File: config.mk
export PLATFORM = sky130hd
export DESIGN_NAME = ring_cfg_timer
export DESIGN_NICKNAME = d
export VERILOG_FILES = /design/src/rtl/ring_cfg_pkg.sv /design/src/rtl/ring_cfg_reg.sv /design/src/rtl/ring_drive_gate.sv /design/src/rtl/ring_tmo_counter.sv /design/src/rtl/ring_cfg_timer.sv
export SDC_FILE = /design/constraint.sdc
export NUM_CORES = 1
export LEC_CHECK = 0
export BUFFER_PORTS_ARGS = -buffer_cell sky130_fd_sc_hd__buf_2
export CORE_UTILIZATION = 35
export DETAILED_ROUTE_END_ITERATION = 6
export PLACE_DENSITY_LB_ADDON = 0.3
export SLEW_MARGIN = 10
export SYNTH_ARGS = -nofsm -noshare
export SYNTH_HDL_FRONTEND = slang
export SYNTH_SLANG_ARGS = --single-unit
export TNS_END_PERCENT = 1
File: constraint.sdc
create_clock -name clk -period 5.8 [get_ports clk]
set_input_delay 1.16 -clock clk [delete_from_list [all_inputs] [get_ports clk]]
set_output_delay 1.16 -clock clk [all_outputs]
set_load 0.01 [all_outputs]
File: src/rtl/ring_cfg_pkg.sv
package ring_cfg_pkg;

  localparam int unsigned CFG_W     = 8;
  localparam int unsigned BIT_SRST  = 7;
  localparam int unsigned BIT_CHAIN = 6;
  localparam int unsigned BIT_TXEN  = 5;
  localparam int unsigned BIT_ETHI  = 4;
  localparam int unsigned BIT_ETLO  = 3;
  localparam int unsigned BIT_BP    = 2;
  localparam int unsigned N_TMO     = 3;

  typedef enum logic [1:0] {
    TMO_RESP = 2'd0,
    TMO_IDLE = 2'd1,
    TMO_RCFG = 2'd2
  } tmo_id_e;

  // Cycle counts at a 20 MHz reference clock.
  function automatic int unsigned resp_base(input logic [1:0] code);
    case (code)
      2'b00:   return 32'd5968;
      2'b01:   return 32'd2984;
      2'b10:   return 32'd1494;
      default: return 32'd374;
    endcase
  endfunction

  function automatic int unsigned idle_base(input logic [1:0] code);
    case (code)
      2'b00:   return 32'd6560;
      2'b01:   return 32'd3280;
      2'b10:   return 32'd1640;
      default: return 32'd410;
    endcase
  endfunction

  function automatic int unsigned rcfg_base(input logic [1:0] code);
    return (code == 2'b11) ? 32'd4200000 : 32'd8400000;
  endfunction

  function automatic int unsigned scale_lim(input int unsigned base,
                                            input int unsigned div);
    int unsigned q;
    q = base / ((div == 0) ? 1 : div);
    return (q == 0) ? 32'd1 : q;
  endfunction

endpackage

File: src/rtl/ring_cfg_reg.sv
module ring_cfg_reg #(
  parameter int unsigned W = 8
) (
  input  logic         clk,
  input  logic         rst,
  input  logic         wr,
  input  logic [W-1:0] wdata,
  output logic [W-1:0] q
);

  always_ff @(posedge clk) begin
    if (rst)     q <= '0;
    else if (wr) q <= wdata;
  end

  p_hold_value_r1: assert property (@(posedge clk) disable iff (rst)
    !wr |=> $stable(q));

  p_write_lands_r1: assert property (@(posedge clk) disable iff (rst)
    wr |=> (q == $past(wdata)));

endmodule

File: src/rtl/ring_drive_gate.sv
module ring_drive_gate (
  input  logic clk,
  input  logic rst,
  input  logic tx_en,
  input  logic backplane,
  input  logic a_req,
  input  logic b_req,
  input  logic tx_req,
  output logic a_o,
  output logic b_o,
  output logic tx_o
);

  logic pulse_ok;
  assign pulse_ok = tx_en && !backplane;

  always_ff @(posedge clk) begin
    if (rst) begin
      a_o  <= 1'b0;
      b_o  <= 1'b0;
      tx_o <= 1'b0;
    end else begin
      a_o  <= pulse_ok && a_req;
      b_o  <= pulse_ok && b_req;
      tx_o <= tx_en && tx_req;
    end
  end

  p_tx_off_r4: assert property (@(posedge clk) disable iff (rst)
    !tx_en |=> !(a_o || b_o || tx_o));

  p_bp_no_pulse_r5: assert property (@(posedge clk) disable iff (rst)
    backplane |=> !(a_o || b_o));

endmodule

File: src/rtl/ring_tmo_counter.sv
module ring_tmo_counter #(
  parameter int unsigned CW = 24
) (
  input  logic          clk,
  input  logic          rst,
  input  logic          hold,
  input  logic          start,
  input  logic          restart,
  input  logic [CW-1:0] limit,
  output logic          expired
);

  logic          run;
  logic [CW-1:0] cnt;

  always_ff @(posedge clk) begin
    if (rst || hold) begin
      run     <= 1'b0;
      cnt     <= '0;
      expired <= 1'b0;
    end else begin
      expired <= 1'b0;
      if (restart || (start && !run)) begin
        run <= 1'b1;
        cnt <= {{(CW-1){1'b0}}, 1'b1};
      end else if (run) begin
        if (cnt >= limit) begin
          expired <= 1'b1;
          run     <= 1'b0;
          cnt     <= '0;
        end else begin
          cnt <= cnt + 1'b1;
        end
      end
    end
  end

  p_single_pulse_r9: assert property (@(posedge clk) disable iff (rst)
    expired |=> !expired);

  p_hold_quiet_r11: assert property (@(posedge clk) disable iff (rst)
    hold |=> !expired);

endmodule

File: src/rtl/ring_cfg_timer.sv
module ring_cfg_timer
  import ring_cfg_pkg::*;
#(
  parameter int unsigned SHORT_DIV = 1,
  parameter int unsigned LONG_DIV  = 1,
  parameter int unsigned CNT_W     = 24
) (
  input  logic                   clk,
  input  logic                   rst,
  input  logic                   cfg_wr,
  input  logic [CFG_W-1:0]       cfg_wdata,
  output logic [CFG_W-1:0]       cfg_rdata,
  output logic                   soft_rst,
  output logic                   chain_en,
  output logic                   bp_mode,
  input  logic                   drv_a_req,
  input  logic                   drv_b_req,
  input  logic                   drv_tx_req,
  output logic                   drv_a_o,
  output logic                   drv_b_o,
  output logic                   drv_tx_o,
  input  logic [N_TMO-1:0]       tmo_start,
  input  logic [N_TMO-1:0]       tmo_restart,
  output logic [N_TMO-1:0]       tmo_expired
);

  logic [CFG_W-1:0] cfg;
  logic [1:0]       et_code;
  logic [CNT_W-1:0] lim [N_TMO];

  ring_cfg_reg #(.W(CFG_W)) u_reg (
    .clk   (clk),
    .rst   (rst),
    .wr    (cfg_wr),
    .wdata (cfg_wdata),
    .q     (cfg)
  );

  assign cfg_rdata = cfg;
  assign soft_rst  = cfg[BIT_SRST];
  assign chain_en  = cfg[BIT_CHAIN];
  assign bp_mode   = cfg[BIT_BP];
  assign et_code   = {cfg[BIT_ETHI], cfg[BIT_ETLO]};

  ring_drive_gate u_gate (
    .clk       (clk),
    .rst       (rst),
    .tx_en     (cfg[BIT_TXEN]),
    .backplane (cfg[BIT_BP]),
    .a_req     (drv_a_req),
    .b_req     (drv_b_req),
    .tx_req    (drv_tx_req),
    .a_o       (drv_a_o),
    .b_o       (drv_b_o),
    .tx_o      (drv_tx_o)
  );

  always_comb begin
    lim[TMO_RESP] = CNT_W'(scale_lim(resp_base(et_code), SHORT_DIV));
    lim[TMO_IDLE] = CNT_W'(scale_lim(idle_base(et_code), SHORT_DIV));
    lim[TMO_RCFG] = CNT_W'(scale_lim(rcfg_base(et_code), LONG_DIV));
  end

  for (genvar g = 0; g < N_TMO; g++) begin : g_tmo
    ring_tmo_counter #(.CW(CNT_W)) u_cnt (
      .clk     (clk),
      .rst     (rst),
      .hold    (cfg[BIT_SRST]),
      .start   (tmo_start[g]),
      .restart (tmo_restart[g]),
      .limit   (lim[g]),
      .expired (tmo_expired[g])
    );
  end

  p_no_expiry_in_reset_r11: assert property (@(posedge clk) disable iff (rst)
    soft_rst |=> (tmo_expired == '0));

endmodule

; ---- Yosys cells after proc, flatten, opt, wreduce, memory -nomap -nowiden
; Cells that the tools add are included.
[totals]
in_bits = 20
reg_bits = 89
elab_cells = 83
out_inout_bits = 17
[classes]
n_bitwise = 3
n_reduce_logical = 28
order_cmp = 3
addsub = 3
eq_ne = 3
muxes = 27
[op_table]
columns = operator, count
row1 = $mux 24, 7
row2 = $logic_not 32->1, 3
row3 = $pmux 13 s3, 2
row4 = $add 24x1->24 const B, 3
row5 = $ge 24x24->1, 3
row6 = $mux 1, 18
row7 = $reduce_or 3->1, 3
row8 = $logic_and 1x1->1, 7
row9 = $reduce_bool 2->1, 3
row10 = $reduce_or 2->1, 3
row11 = $eq 2x2->1 const B, 2
row12 = $logic_not 1->1, 4
row13 = $logic_or 1x1->1, 4
row14 = $not 1->1, 3
row15 = $eq 2x1->1 const B, 1
row16 = $logic_not 2->1, 1

; ---- Longest topological paths before layout
[depth]
word_depth = 8
depth_mapped = 11
depth_no_buf = 10

; ---- Modules after synthesis
; Synthesis repeated with hierarchy kept, for this count alone.
[hier_totals]
cells_unflattened = 727
hier_area_um2 = 5980.7
[modules_own_cells]
columns = module, cells_per_inst, area_per_inst_um2, seq_area_each_um2, n_inst
row1 = ring_tmo_counter, 223, 1801.7, 520.5, 3
row2 = ring_cfg_reg, 26, 285.3, 160.2, 1
row3 = ring_cfg_timer, 26, 195.2, 0.0, 1
row4 = ring_drive_gate, 6, 95.1, 60.1, 1

; ---- Worst setup path after synthesis
; OpenSTA, ideal clock, no wires.
[synth_path]
path_type = flip-flop to flip-flop
startpoint = reg u_reg.q[3]
endpoint = reg g_tmo[1].u_cnt.cnt[15]
period_less_slack_ps = 2566
setup_ps = 86
setup_slack_ps = 3234
required_time_ps = 5714
n_path_buf = 1
stages_incl_launch_ff = 11
arrival_ps = 2480
path_cell_list = dfxtp_1 inv_1 ha_1 inv_1 ha_1 a21o_1 a211oi_1 o21a_1 o21ai_1 clkbuf_1 a211oi_1
[synth_between]
elab_chain_len = 6
word_cells_on_any_way = 8
classes_between = order compare (1) / eq/ne (2) / mux (3) / reduce/logical (2)
[synth_rtl]
columns = item, line
row1 = from (decl), ring_cfg_reg.sv:8  ; output logic [W-1:0] q
row2 = from (signal assigned), ring_cfg_reg.sv:13  ; else if (wr) q <= wdata;
row3 = $eq 2x2->1 (tied with other cells), ring_cfg_pkg.sv:29  ; case (code)
row4 = $pmux 13 s3 *, ring_cfg_pkg.sv:29
row5 = $logic_not 32->1, ring_cfg_pkg.sv:45  ; return (q == 0) ? 32'd1 : q;
row6 = $mux 24 *, ring_cfg_pkg.sv:45
row7 = $ge 24x24->1 *, ring_tmo_counter.sv:27  ; if (cnt >= limit) begin
row8 = $mux 24 *, ring_tmo_counter.sv:27
row9 = to (signal assigned), ring_tmo_counter.sv:25  ; cnt <= {{(CW-1){1'b0}}, 1'b1};
row10 = to (signal assigned), ring_tmo_counter.sv:32  ; cnt <= cnt + 1'b1;
row11 = to (decl), ring_tmo_counter.sv:14  ; logic [CW-1:0] cnt;
; Mark *: on every way between the ends. The rest lies on a longest branch, timed or not.
; A chain may end at the register's enable or synchronous reset.

; ---- Final worst setup path
[layout_path]
startpoint = reg u_reg.q[3]
endpoint = reg g_tmo[0].u_cnt.cnt[9]
[layout_between]
elab_chain_len = 6
word_cells_on_any_way = 8
classes_between = order compare (1) / eq/ne (2) / mux (3) / reduce/logical (2)
[layout_rtl]
columns = item, line
row1 = $eq 2x2->1 (tied with other cells), ring_cfg_pkg.sv:20  ; case (code)
row2 = $pmux 13 s3 *, ring_cfg_pkg.sv:20
row3 = $logic_not 32->1, ring_cfg_pkg.sv:45
row4 = $mux 24 *, ring_cfg_pkg.sv:45
row5 = $ge 24x24->1 *, ring_tmo_counter.sv:27
row6 = $mux 24 *, ring_tmo_counter.sv:27
row7 = to (signal assigned), ring_tmo_counter.sv:25
row8 = to (signal assigned), ring_tmo_counter.sv:32
row9 = to (decl), ring_tmo_counter.sv:14
; Marks and branches as above.

==> results.json <==
{
  "async_reset_ff_share_pct": 0,
  "yosysSeqAreaShare_pct": 35.6,
  "drive_gt1_share_pct": 16.4,
  "cts_hold_buffers": 0,
  "power.switching_mw": 0.311,
  "setup_viol_count_final": 0,
  "clkSlewWorstSetupHoldPaths_ns": 0.06,
  "hold_slack_ns": 0.499,
  "slew_viol_final": 0,
  "rsz0062_at_grt": "false",
  "n_fill_cell": 1393,
  "clk_latency_ns": 0.34,
  "numCtsBuffers": 9,
  "clock_sinks": 89,
  "synth_top_family_by_area": "simple AND/OR/NAND/NOR gates",
  "dr.first_iter.drc_count": 192,
  "initial_core_util_pct": 35.9,
  "dr.pass1.iters": 4,
  "p_clk_share_pct": 44.0,
  "clockRootBuffer": "clkbuf_16",
  "die_area_um2": 14800,
  "final_util_pct": 39.9,
  "layout_common_cells": "89 x dfxtp_1, 42 x ha_1, 38 x a211oi_1",
  "min_period_over_period_pct": 57.0,
  "hp-class": "reg -> reg",
  "mappedNetlistArea_um2": 5010,
  "crit_arrival_ns": 3.54,
  "synthesis.nets": 612,
  "relSlewSlack_pct": 28.0,
  "max-cap-violations": 0,
  "die_x_um": 122,
  "antenna_found_initial": 0,
  "cp-start-kind": "flop",
  "cts_tree": "built",
  "clockBufferDepth": 2,
  "dpl.hpwl_um": 7500,
  "outcome": "completed",
  "synth-edff-count": 0,
  "drt_wl_total_um": 10700,
  "worstSetupPathType": "reg -> reg",
  "finalClockSkew_ns": 0.00758,
  "track_usage_pct": 15.5,
  "worst_slack_ns": 2.49,
  "rows": 43,
  "portBuffers": 36,
  "synth_simple_gate_area_share_pct": 22.5,
  "synthFlopType": "dfxtp_1",
  "final_common_cell": "dfxtp_1",
  "cp_max_fo": 23,
  "grt_overflow_total": 0,
  "ioPinCount": 37,
  "gp_congestion": 0.765,
  "areaGrowthSynthToFinish_pct": 11.0,
  "synthCells": 550,
  "seqPwrFrac_pct": 48.9,
  "pre_cts_ws_ns": 2.50,
  "drc": 0,
  "synth_cell_types": 63,
  "synth_fa_ha_area_share_pct": 10.5,
  "avgRoutedWirePerCell_um": 14.2,
  "combPwrFrac_pct": 7.2,
  "core_um2": 13900,
  "internal_power_mw": 0.994,
  "grt_pass1_vias": 3806,
  "tns_ns": 0,
  "p_sw_share_pct": 23.9,
  "power_per_cell_area_nw_per_um2": 235,
  "final_antenna_net_count": 0,
  "synthXorXnorAreaFrac_pct": 9.10,
  "viasPerCell": 5.36,
  "hold_viol_final": 0,
  "fin_nets": 631,
  "timing.fmax_mhz": 303,
  "synth_compound_area_share_pct": 14.9,
  "worstSetupEndpointType": "flop",
  "fp.dieH_um": 122,
  "finalCriticalPeriod_ns": 3.31,
  "cts_setup_buffers": 0,
  "leakagePower_nw": 2.06,
  "synth_seq_cells": 89,
  "post_cts_resized": 0,
  "critPathRequiredTime_ns": 6.03,
  "synth_warnings": 0,
  "avgSynthCellArea_um2": 9.10,
  "grt_max_degree": 32,
  "antenna_cells": 0,
  "htree_levels": 3,
  "tightestPinTransition_ns": 1.08,
  "grt_pass1_wl_um": 18200,
  "peakVddDrop_uv": 171,
  "muxShareOfSynthArea_pct": 1.60,
  "totalPowerFinal_mw": 1.31,
  "num_vias": 4044
}
final timing paths:
path / startpoint / end / slack [ns] / depth (start not counted)
max: u_reg.q[3] / g_tmo[0].u_cnt.cnt[9] / 2.49 / 10
max reg2reg: u_reg.q[3] / g_tmo[0].u_cnt.cnt[9] / 2.49 / 10
min: u_reg.q[2] / u_gate.b_o / 0.50 / 1
min reg2reg: u_reg.q[2] / u_gate.b_o / 0.50 / 1
Yosys cell counts, types with 5 or more instances:
library cell  number  area share (%)
a211oi_1          38             5.7
a21o_1             5            0.75
a21oi_1           18             1.8
a31oi_1            9             1.1
and3_1            14             1.7
and4_1             7             1.2
buf_4              7             1.0
clkbuf_1          18             1.3
dfxtp_1           89              36
ha_1              42              10
inv_1             31             2.3
mux2i_1            8             1.6
nand2_1           24             1.8
nand3_1           26             2.6
nand4_1           21             2.6
nor2_1            27             2.0
nor2_2            21             2.6
nor3_1            11             1.1
nor4_1            12             1.5
o21ai_0            6            0.60
xnor2_1           28             4.9
xor2_1            24             4.2
through the flow:
stage | instance area (um^2) | std cells
after floorplan | 5010 | 550
after global placement | 5270 | 738
after detailed placement | 5270 | 738
after CTS | 5560 | 754
after global routing | 5560 | 754
final | 5560 | 754
power groups by stage:
stage	combinational (mW)	sequential (mW)	clock, mW
4_1_cts	0.0946	0.638	0.591
5_1_grt	0.106	0.640	0.614
6_report	0.0935	0.638	0.574
2_1_floorplan	0.0743	0.644	0
3_3_place_gp	0.0917	0.651	0
3_5_place_dp	0.0939	0.651	0
critical path, stage by stage, from the launching register on:
cell and delay, ns:
dfxtp_1 0.49, inv_1 0.21, ha_1 0.26, nor2_1 0.15, inv_1 0.06, ha_1 0.26
nand2b_1 0.07, a21oi_1 0.06, o21ai_1 0.27, nand4_1 0.85, a211oi_1 0.50
flip-flops by register name, summed over array words and instances (netlist names):
| register | flops |
|---|---|
| g_tmo.u_cnt.cnt | 72 |
| u_reg.q | 8 |
| g_tmo.u_cnt.expired | 3 |
| g_tmo.u_cnt.run | 3 |
| u_gate.a_o | 1 |
| u_gate.b_o | 1 |
| u_gate.tx_o | 1 |
final cells by class:
class                   count  area [um^2]  share of cell area (%)
inverters                  31          116                    2.09
clock inverters             1         7.51                   0.135
well taps                 180          225                    4.05
clock buffers              15          288                    5.18
repair buffers             39          203                    3.65
flip-flops and latches     89         1780                    32.0
multi-input cells         399         2940                    52.9
routing by layer:
| layer | track usage, % | vias to the layer above | routed length, um |
|---|---|---|---|
| li1 | - | 2037 | - |
| met1 | 19.8 | 1950 | 5220 |
| met2 | 25.7 | 51 | 5090 |
| met3 | 4.21 | 6 | 314 |
| met4 | 4.01 | 0 | 107 |
| met5 | 0 | - | 0 |
cells by family (layout without fill, tap and decap cells):
logic type	Yosys count	after routing
buffers and inverters	62	86
adders and majority gates	42	42
xor gates and xnor gates	52	52
and+or+nand+nor	193	193
other	1	1
AOI/OAI and AO/OA	103	103
DFF	89	89
muxes	8	8
Power figures use the tool's default switching activity.
